--- config.mk ---
export PLATFORM = sky130hd
export DESIGN_NAME = osd_window_timer
export DESIGN_NICKNAME = d
export VERILOG_FILES = /design/src/rtl/osd_win_pkg.sv /design/src/rtl/osd_edge_rise.sv /design/src/rtl/osd_sat_counter.sv /design/src/rtl/osd_cfg_regs.sv /design/src/rtl/osd_start_match.sv /design/src/rtl/osd_window_timer.sv
export SDC_FILE = /design/constraint.sdc
export NUM_CORES = 1
export LEC_CHECK = 0
export ABC_AREA = 1
export ABC_CLOCK_PERIOD_IN_PS = 3700
export CORE_MARGIN = 2
export CORE_UTILIZATION = 35
export CTS_BUF_LIST = sky130_fd_sc_hd__clkbuf_8
export DETAILED_ROUTE_END_ITERATION = 16
export PLACE_DENSITY_LB_ADDON = 0.08
export SYNTH_ARGS = -nofsm -noshare
export SYNTH_HDL_FRONTEND = slang
export SYNTH_HIERARCHICAL = 1
export SYNTH_SLANG_ARGS = --single-unit
--- constraint.sdc ---
create_clock -name clk -period 3.7 [get_ports clk]
set_clock_uncertainty 0.1 [all_clocks]
set_input_delay 1.11 -clock clk [delete_from_list [all_inputs] [get_ports clk]]
set_output_delay 1.11 -clock clk [all_outputs]
set_load 0.02 [all_outputs]
--- src/rtl/osd_win_pkg.sv ---
package osd_win_pkg;
  localparam int START_W  = 6;
  localparam int V_STEP   = 4;
  localparam int H_OFFSET = 10;
  localparam int H_UNIT   = 2;
  localparam int PAGE_W   = 3;
  localparam int ADDR_W   = 5;
  localparam int DATA_W   = 8;
  localparam int FLAG_BIT = START_W;

  localparam int LINE_W = $clog2(V_STEP * (2 ** START_W)) + 1;
  localparam int DOT_W  = $clog2(H_UNIT * (H_OFFSET + 2 ** START_W)) + 1;

  localparam logic [PAGE_W-1:0] OSD_PAGE   = 3'd6;
  localparam logic [ADDR_W-1:0] OFF_VERT   = 5'h10;
  localparam logic [ADDR_W-1:0] OFF_HORZ   = 5'h11;
  localparam logic [ADDR_W-1:0] OFF_MASTER = 5'h17;

  typedef struct packed {
    logic               master;
    logic               fringe;
    logic               space_blank;
    logic [START_W-1:0] vstart;
    logic [START_W-1:0] hstart;
  } osd_cfg_t;
endpackage

--- src/rtl/osd_edge_rise.sv ---
module osd_edge_rise #(
  parameter int N = 2
) (
  input  logic         clk,
  input  logic         rst_n,
  input  logic [N-1:0] sig_in,
  output logic [N-1:0] rise
);
  logic [N-1:0] prev_q;

  for (genvar i = 0; i < N; i++) begin : g_bit
    always_ff @(posedge clk or negedge rst_n) begin
      if (!rst_n) prev_q[i] <= 1'b0;
      else        prev_q[i] <= sig_in[i];
    end
    assign rise[i] = sig_in[i] & ~prev_q[i];
  end
endmodule

--- src/rtl/osd_sat_counter.sv ---
module osd_sat_counter #(
  parameter int W = 8
) (
  input  logic         clk,
  input  logic         rst_n,
  input  logic         clr,
  input  logic         inc,
  output logic [W-1:0] cnt
);
  always_ff @(posedge clk or negedge rst_n) begin
    if (!rst_n)                  cnt <= '0;
    else if (clr)                cnt <= '0;
    else if (inc && (cnt != '1)) cnt <= cnt + 1'b1;
  end
endmodule

--- src/rtl/osd_cfg_regs.sv ---
module osd_cfg_regs
  import osd_win_pkg::*;
(
  input  logic              clk,
  input  logic              rst_n,
  input  logic              wr_en,
  input  logic [PAGE_W-1:0] wr_page,
  input  logic [ADDR_W-1:0] wr_addr,
  input  logic [DATA_W-1:0] wr_data,
  output osd_cfg_t          cfg
);
  logic on_page;
  assign on_page = wr_en && (wr_page == OSD_PAGE);

  always_ff @(posedge clk or negedge rst_n) begin
    if (!rst_n) begin
      cfg <= '0;
    end else if (on_page) begin
      case (wr_addr)
        OFF_MASTER: cfg.master <= wr_data[0];
        OFF_VERT: if (!cfg.master) begin
          cfg.fringe <= wr_data[FLAG_BIT];
          cfg.vstart <= wr_data[START_W-1:0];
        end
        OFF_HORZ: if (!cfg.master) begin
          cfg.space_blank <= wr_data[FLAG_BIT];
          cfg.hstart      <= wr_data[START_W-1:0];
        end
        default: ;
      endcase
    end
  end
endmodule

--- src/rtl/osd_start_match.sv ---
module osd_start_match
  import osd_win_pkg::*;
#(
  parameter int VSTEP = V_STEP,
  parameter int HOFF  = H_OFFSET,
  parameter int HUNIT = H_UNIT
) (
  input  logic              clk,
  input  logic              rst_n,
  input  osd_cfg_t          cfg,
  input  logic [LINE_W-1:0] line_cnt,
  input  logic [DOT_W-1:0]  dot_cnt,
  output logic              strobe
);
  logic [LINE_W-1:0] v_tgt;
  logic [DOT_W-1:0]  h_tgt;
  logic              armed;
  logic              hit;

  assign v_tgt = LINE_W'(cfg.vstart) * LINE_W'(VSTEP);
  assign h_tgt = DOT_W'(HUNIT) * (DOT_W'(HOFF) + DOT_W'(cfg.hstart));
  assign armed = cfg.master && (cfg.vstart != '0);
  assign hit   = armed && (line_cnt == v_tgt) && (dot_cnt == h_tgt);

  always_ff @(posedge clk or negedge rst_n) begin
    if (!rst_n) strobe <= 1'b0;
    else        strobe <= hit;
  end
endmodule

--- src/rtl/osd_window_timer.sv ---
module osd_window_timer
  import osd_win_pkg::*;
(
  input  logic              clk,
  input  logic              rst_n,
  input  logic              reg_wr_en,
  input  logic [PAGE_W-1:0] reg_page,
  input  logic [ADDR_W-1:0] reg_addr,
  input  logic [DATA_W-1:0] reg_wdata,
  input  logic              hsync,
  input  logic              vsync,
  input  logic              ram_req,
  output logic              ram_grant,
  output logic              disp_en,
  output logic              vsa_bad,
  output logic              bg_fringe,
  output logic              bg_space_en,
  output logic              win_start
);
  localparam int SYNC_N = 2;
  localparam int IDX_H  = 0;
  localparam int IDX_V  = 1;

  osd_cfg_t          cfg;
  logic [SYNC_N-1:0] sync_rise;
  logic [LINE_W-1:0] line_cnt;
  logic [DOT_W-1:0]  dot_cnt;

  osd_cfg_regs u_regs (
    .clk(clk), .rst_n(rst_n), .wr_en(reg_wr_en), .wr_page(reg_page),
    .wr_addr(reg_addr), .wr_data(reg_wdata), .cfg(cfg)
  );

  osd_edge_rise #(.N(SYNC_N)) u_edges (
    .clk(clk), .rst_n(rst_n), .sig_in({vsync, hsync}), .rise(sync_rise)
  );

  osd_sat_counter #(.W(LINE_W)) u_line (
    .clk(clk), .rst_n(rst_n), .clr(sync_rise[IDX_V]),
    .inc(sync_rise[IDX_H]), .cnt(line_cnt)
  );

  osd_sat_counter #(.W(DOT_W)) u_dot (
    .clk(clk), .rst_n(rst_n), .clr(sync_rise[IDX_H]),
    .inc(1'b1), .cnt(dot_cnt)
  );

  osd_start_match u_match (
    .clk(clk), .rst_n(rst_n), .cfg(cfg), .line_cnt(line_cnt),
    .dot_cnt(dot_cnt), .strobe(win_start)
  );

  assign disp_en     = cfg.master;
  assign vsa_bad     = (cfg.vstart == '0);
  assign bg_fringe   = cfg.fringe;
  assign bg_space_en = ~cfg.space_blank;
  assign ram_grant   = ram_req & ~cfg.master;
endmodule

==> flow_metrics.py, run 1 <==
metrics = {
    "finish": {
        "area_growth_pct": 19.18,
        "nets": 377,
        "finalNonFillerCells": 425,
        "post-route-cell-area_um2": 2628,
        "final_layout_size_suffix_gt1_share_pct": 10.29,
        "diodes": 0,
        "final_util_pct": 43.86,
    },
    "timing": {
        "slew_viol_final": 0,
        "rsz0062_at_grt": "no",
        "min_period_ns": 3.482,
        "worst_pin_slew_ns": 0.8277,
        "finalHoldViolCount": 0,
        "whs_ns": 0.3725,
        "fin_crit_sh_pct": 94.12,
        "timing.final.ws_setup_ns": 0.2175,
        "slew_headroom_pct": 44.82,
        "fmax_ghz": 0.2872,
        "setup_viol": 0,
        "finalSetupTns_ns": 0,
    },
    "clocking": {
        "cts_sinks": 36,
        "clockRootBuffer": "clkbuf_8",
        "clkTransAtPathRegs_ns": 0.07,
        "tritoncts": "built",
        "clock_path_buffers": 2,
        "cts_max_level": 2,
        "numCtsBuffers": 5,
        "clk-insertion-delay-late_ns": 0.28,
        "cts_resized": 0,
        "postCtsHoldBufs": 0,
        "cts_setup_buffers": 0,
    },
    "place": {
        "pre_cts_ws_ns": 0.2126,
        "place_area_um2": 2550,
        "portBuffers": 26,
        "gp_congestion": 0.7386,
        "dpl.cell_count": 418,
        "hpwlAfterDp_um": 3326,
    },
    "worst_setup_path": {
        "endpoint_kind": "output port",
        "path_class": "input port to output port",
        "critical_path_arrival_ns": 2.27,
        "critPathRequiredTime_ns": 2.49,
        "crit_fanout": 1,
        "critPathLaunchType": "input port",
    },
    "synthesis": {
        "yosysSeqAreaShare_pct": 40.86,
        "syn_area_per_cell_um2": 6.955,
        "synthCells": 317,
        "synthDistinctLibCells": 24,
        "yosys.area.top_type": "dfrtp_1",
        "synth_edf_count": 0,
        "synth_top_area_share_pct": 40.86,
        "synth_area_leaders": "dfrtp_1 (41%), nand2_1 (19%), nor2_1 (7.3%), inv_1 (7.2%), nand3_1 (6.6%)",
        "yosysMostFrequentCell": "nand2_1",
        "netlist_area_um2": 2205,
        "async_flop_share_pct": 100.0,
        "yosys-top-cells-count": "nand2_1 (109), nor2_1 (43), inv_1 (42), dfrtp_1 (36), nand3_1 (29)",
        "ys_warn_count": 6,
        "synth_seq_cells": 36,
        "synth_ff_type": "dfrtp_1",
    },
    "die": {
        "die_y_um": 83.37,
        "io_pins": 28,
        "dieArea_um2": 6950,
        "rows": 28,
        "start_util_pct": 36.80,
        "core_um2": 5991,
        "die_w_um": 83.37,
    },
    "global_routing": {
        "antenna_found_initial": 0,
        "track_usage_pct": 13.39,
        "grt_max_degree": 37,
        "overflow": 0,
        "grt_pass1_wl_um": 7596,
        "grt_pass1_vias": 1594,
    },
    "min_path": {
        "hp-class": "flip-flop to flip-flop",
    },
    "route": {
        "avgViaCountPerCell": 4.388,
        "drc": 0,
        "dr.pass1.iters": 4,
        "vias": 1865,
        "routedWlPerCell_um": 10.43,
        "ant_nets": 0,
        "finalWirelength_um": 4432,
        "drt_iter0_markers": 82,
    },
    "power_and_ir_drop": {
        "power.leakage_nw": 1.279,
        "p_total_mw": 0.8580,
        "power_density_nw_per_um2": 326.6,
        "max-vdd-ir-drop_mv": 0.1622,
    },
    "run": {
        "max_cap_violations": 0,
    },
    "run_status": {
        "status": "finished, final reports clean",
    },
}
-- final timing paths --
kind | slack [ns] | cells past startpoint | from | endpoint
max | 0.22 | 4 | ram_req | ram_grant
min | 0.37 | 2 | u_regs/cfg[12]$_DFFE_PN0P_ | u_regs/cfg[12]$_DFFE_PN0P_
max reg2reg | 1.86 | 13 | u_dot/cnt[1]$_DFFE_PN0P_ | u_dot/cnt[6]$_DFFE_PN0P_
min reg2reg | 0.37 | 2 | u_regs/cfg[12]$_DFFE_PN0P_ | u_regs/cfg[12]$_DFFE_PN0P_
max in group asynchronous | 2.15 | 1 | rst_n | u_dot/cnt[3]$_DFFE_PN0P_
min in group asynchronous | 0.81 | 1 | rst_n | u_regs/cfg[5]$_DFFE_PN0P_
-- worst max-delay path, stage by stage --
cell	delay [ns]
clkdlybuf4s50_1	0.45
inv_1	0.03
nor2_1	0.07
clkdlybuf4s50_1	0.60
-- routing by layer --
metal	up-vias	part of all wire, %	global-route usage, %
met5	-	0	0
met1	814	52	19.03
met4	0	0.54	3.577
met3	2	3.0	3.479
met2	20	44	20.16
li1	1029	-	-
-- registers in the layout, indices dropped and copies added (netlist names) --
register,count
u_edges/prev_q,2
u_match/strobe,1
u_regs/cfg,15
u_line/cnt,9
u_dot/cnt,9
-- logic make-up (layout without fill, tap and decap cells) --
group	Yosys count	in the layout	share of synthesized area (%)
and+or+nand+nor	207	207	42.68
AOI/OAI and AO/OA	14	14	3.178
xor gates and xnor gates	4	4	1.589
other	1	2	0.1701
adders and majority gates	5	5	2.838
buffers and inverters	50	82	8.684
DFF	36	36	40.86
-- cell usage in the layout, fill, tap and decap left out, types with 3 or more instances in the layout --
cell type          n
inv_1             43
clkdlybuf4s50_1   25
nor2_4             4
a21oi_1           10
nand2_1          109
xor2_1             3
nand2_2            4
nand3_1           29
ha_1               5
dfrtp_1           36
inv_2              7
clkbuf_8           5
nor2_2             6
nand3_2            4
nor2_1            43
-- where the power goes --
| group | leakage [nW] | total (mW) | internal [mW] | switching, mW |
|---|---|---|---|---|
| clock network | 0.0452 | 0.260 | 0.125 | 0.135 |
| registers | 0.491 | 0.448 | 0.417 | 0.0310 |
| logic | 0.743 | 0.150 | 0.0674 | 0.0823 |
| total | 1.28 | 0.858 | 0.610 | 0.248 |
-- final cells by class --
class / instances / area, um^2
Multi-Input combinational cell: 232 / 1116
Fill cell: 641 / 3363
Clock buffer: 5 / 68.82
Timing Repair Buffer: 26 / 255.2
Clock inverter: 2 / 8.758
Inverter: 49 / 183.9
Sequential cell: 36 / 900.9
Tap cell: 75 / 93.84
(Power assumes the default switching activity.)
==> inputs of run 2 (changes only) <==
--- a/config.mk
+++ b/config.mk
@@ -11,6 +11,7 @@
 export CORE_UTILIZATION = 35
 export CTS_BUF_LIST = sky130_fd_sc_hd__clkbuf_8
 export DETAILED_ROUTE_END_ITERATION = 16
+export MAX_ROUTING_LAYER = met4
 export PLACE_DENSITY_LB_ADDON = 0.08
 export SYNTH_ARGS = -nofsm -noshare
 export SYNTH_HDL_FRONTEND = slang
==> run 2 against run 1 <==
  * Worst hold slack unchanged
  * Clock power about the same
  * Power about the same
  * Fmax about the same
  * Register-to-register slack about the same
  * Highest routed layer unchanged
==> flow_metrics.py, run 2 (synthesis results as in run 1) <==
metrics = {
    "finish": {
        "nets": 377,
        "final_cell_mix": "nand2_1 (109), nor2_1 (43), inv_1 (43)",
        "area_growth_pct": 19.18,
        "final_common_cell": "nand2_1",
        "regMostFlops": "u_regs/cfg",
        "diodes": 0,
        "largest_register_ff_count": 15,
        "final_layout_size_suffix_gt1_share_pct": 10.29,
        "reg_top3": "u_regs/cfg x15, u_dot/cnt x9, u_line/cnt x9",
    },
    "run": {
        "max_cap_violations": 0,
    },
    "worst_setup_path": {
        "r2r-end": "u_dot/cnt[6]$_DFFE_PN0P_",
        "crit_end": "ram_grant",
        "startpoint": "ram_req",
        "r2r_setup_slack_ns": 1.87,
        "critPathRequiredTime_ns": 2.49,
        "critical_path_arrival_ns": 2.27,
        "path_class": "input port to output port",
        "endpoint_kind": "output port",
        "reg2reg_from": "u_dot/cnt[1]$_DFFE_PN0P_",
        "crit_fanout": 1,
        "critPathLaunchType": "input port",
        "ff2ff_path_depth": 13,
    },
    "die": {
        "io_pins": 28,
        "die_w_um": 83.37,
        "rows": 28,
        "die_y_um": 83.37,
        "core_um2": 5991,
        "dieArea_um2": 6950,
        "start_util_pct": 36.80,
    },
    "clocking": {
        "postCtsHoldBufs": 0,
        "clkTransAtPathRegs_ns": 0.07,
        "clk-insertion-delay-late_ns": 0.28,
        "cts_sinks": 36,
        "cts_max_level": 2,
        "numCtsBuffers": 5,
        "cts_resized": 0,
        "cts_setup_buffers": 0,
        "tritoncts": "built",
        "clock_path_buffers": 2,
        "clockRootBuffer": "clkbuf_8",
    },
    "timing": {
        "rsz0062_at_grt": "no",
        "slew_headroom_pct": 44.75,
        "finalSetupTns_ns": 0,
        "setup_viol": 0,
        "worst_pin_slew_ns": 0.8288,
        "finalHoldViolCount": 0,
        "fin_crit_sh_pct": 94.12,
        "min_period_ns": 3.482,
        "whs_ns": 0.3725,
        "fmax_ghz": 0.2872,
        "slew_viol_final": 0,
    },
    "route": {
        "ant_nets": 0,
        "dr.pass1.iters": 4,
        "routedWlPerCell_um": 10.43,
        "avgViaCountPerCell": 4.367,
        "drt_iter0_markers": 81,
        "drc": 0,
        "finalWirelength_um": 4434,
        "vias": 1856,
    },
    "place": {
        "hpwlAfterDp_um": 3326,
        "gp_congestion": 0.7478,
        "portBuffers": 26,
    },
    "min_path": {
        "hp-class": "flip-flop to flip-flop",
    },
    "power_and_ir_drop": {
        "power_density_nw_per_um2": 326.7,
        "power.leakage_nw": 1.279,
        "max-vdd-ir-drop_mv": 0.1622,
    },
    "global_routing": {
        "grt_max_degree": 37,
        "overflow": 0,
        "antenna_found_initial": 0,
        "grt_pass1_vias": 1593,
        "track_usage_pct": 13.79,
        "grt_pass1_wl_um": 7603,
    },
    "run_status": {
        "status": "finished, final reports clean",
    },
}
-- run 2: cell counts in the layout (fill, tap and decap cells not counted) --
Identical to the previous run, type by type.
-- run 2: worst min-delay path by stage --
stage,startpoint,endpoint,slack (ns),cells after the start
floorplan,u_regs/cfg[12]$_DFFE_PN0P_,u_regs/cfg[12]$_DFFE_PN0P_,0.34,2
global placement,u_regs/cfg[12]$_DFFE_PN0P_,u_regs/cfg[12]$_DFFE_PN0P_,0.35,2
detailed placement,u_regs/cfg[12]$_DFFE_PN0P_,u_regs/cfg[12]$_DFFE_PN0P_,0.36,2
CTS,u_regs/cfg[12]$_DFFE_PN0P_,u_regs/cfg[12]$_DFFE_PN0P_,0.38,2
global route,u_regs/cfg[13]$_DFFE_PN0P_,u_regs/cfg[13]$_DFFE_PN0P_,0.43,2
finish,u_regs/cfg[12]$_DFFE_PN0P_,u_regs/cfg[12]$_DFFE_PN0P_,0.37,2
-- run 2: area by class of cell --
| class | count | area, um^2 |
|---|---|---|
| Timing Repair Buffer | 26 | 255.2 |
| Inverter | 49 | 183.9 |
| Sequential cell | 36 | 900.9 |
| Multi-Input combinational cell | 232 | 1116 |
| Clock inverter | 2 | 8.758 |
| Tap cell | 75 | 93.84 |
| Clock buffer | 5 | 68.82 |
| Fill cell | 641 | 3363 |
-- run 2: per-layer routing --
| metal | vias up | track usage, % | wire length, um |
|---|---|---|---|
| li1 | 1029 | - | - |
| met1 | 809 | 19.22 | 2333 |
| met2 | 16 | 20.16 | 1963 |
| met3 | 2 | 3.280 | 109 |
| met4 | 0 | 3.577 | 27 |
| met5 | - | - | 0 |
-- run 2: metrics by stage --
stage	area, um^2	power [mW]	std cells	util [%]	setup slack (ns)
after floorplan	2208	0.5431	318	-	1.080
after detailed placement	2550	0.6086	418	42.56	0.2126
final	2628	0.8584	425	43.86	0.2176
after CTS	2628	0.8795	425	43.86	0.2080
after global placement	2550	0.6071	418	42.56	0.2168
after global routing	2628	0.9215	425	43.86	0.1529
-- run 2: power breakdown --
| part | total, mW | internal [mW] | switching [mW] |
|---|---|---|---|
| registers | 0.448 | 0.417 | 0.0312 |
| logic | 0.150 | 0.0674 | 0.0823 |
| clock network | 0.260 | 0.125 | 0.135 |
| total | 0.858 | 0.610 | 0.249 |
-- run 2: critical path: stages --
cell and delay, ns:
clkdlybuf4s50_1 0.45, inv_1 0.03, nor2_1 0.07, clkdlybuf4s50_1 0.60
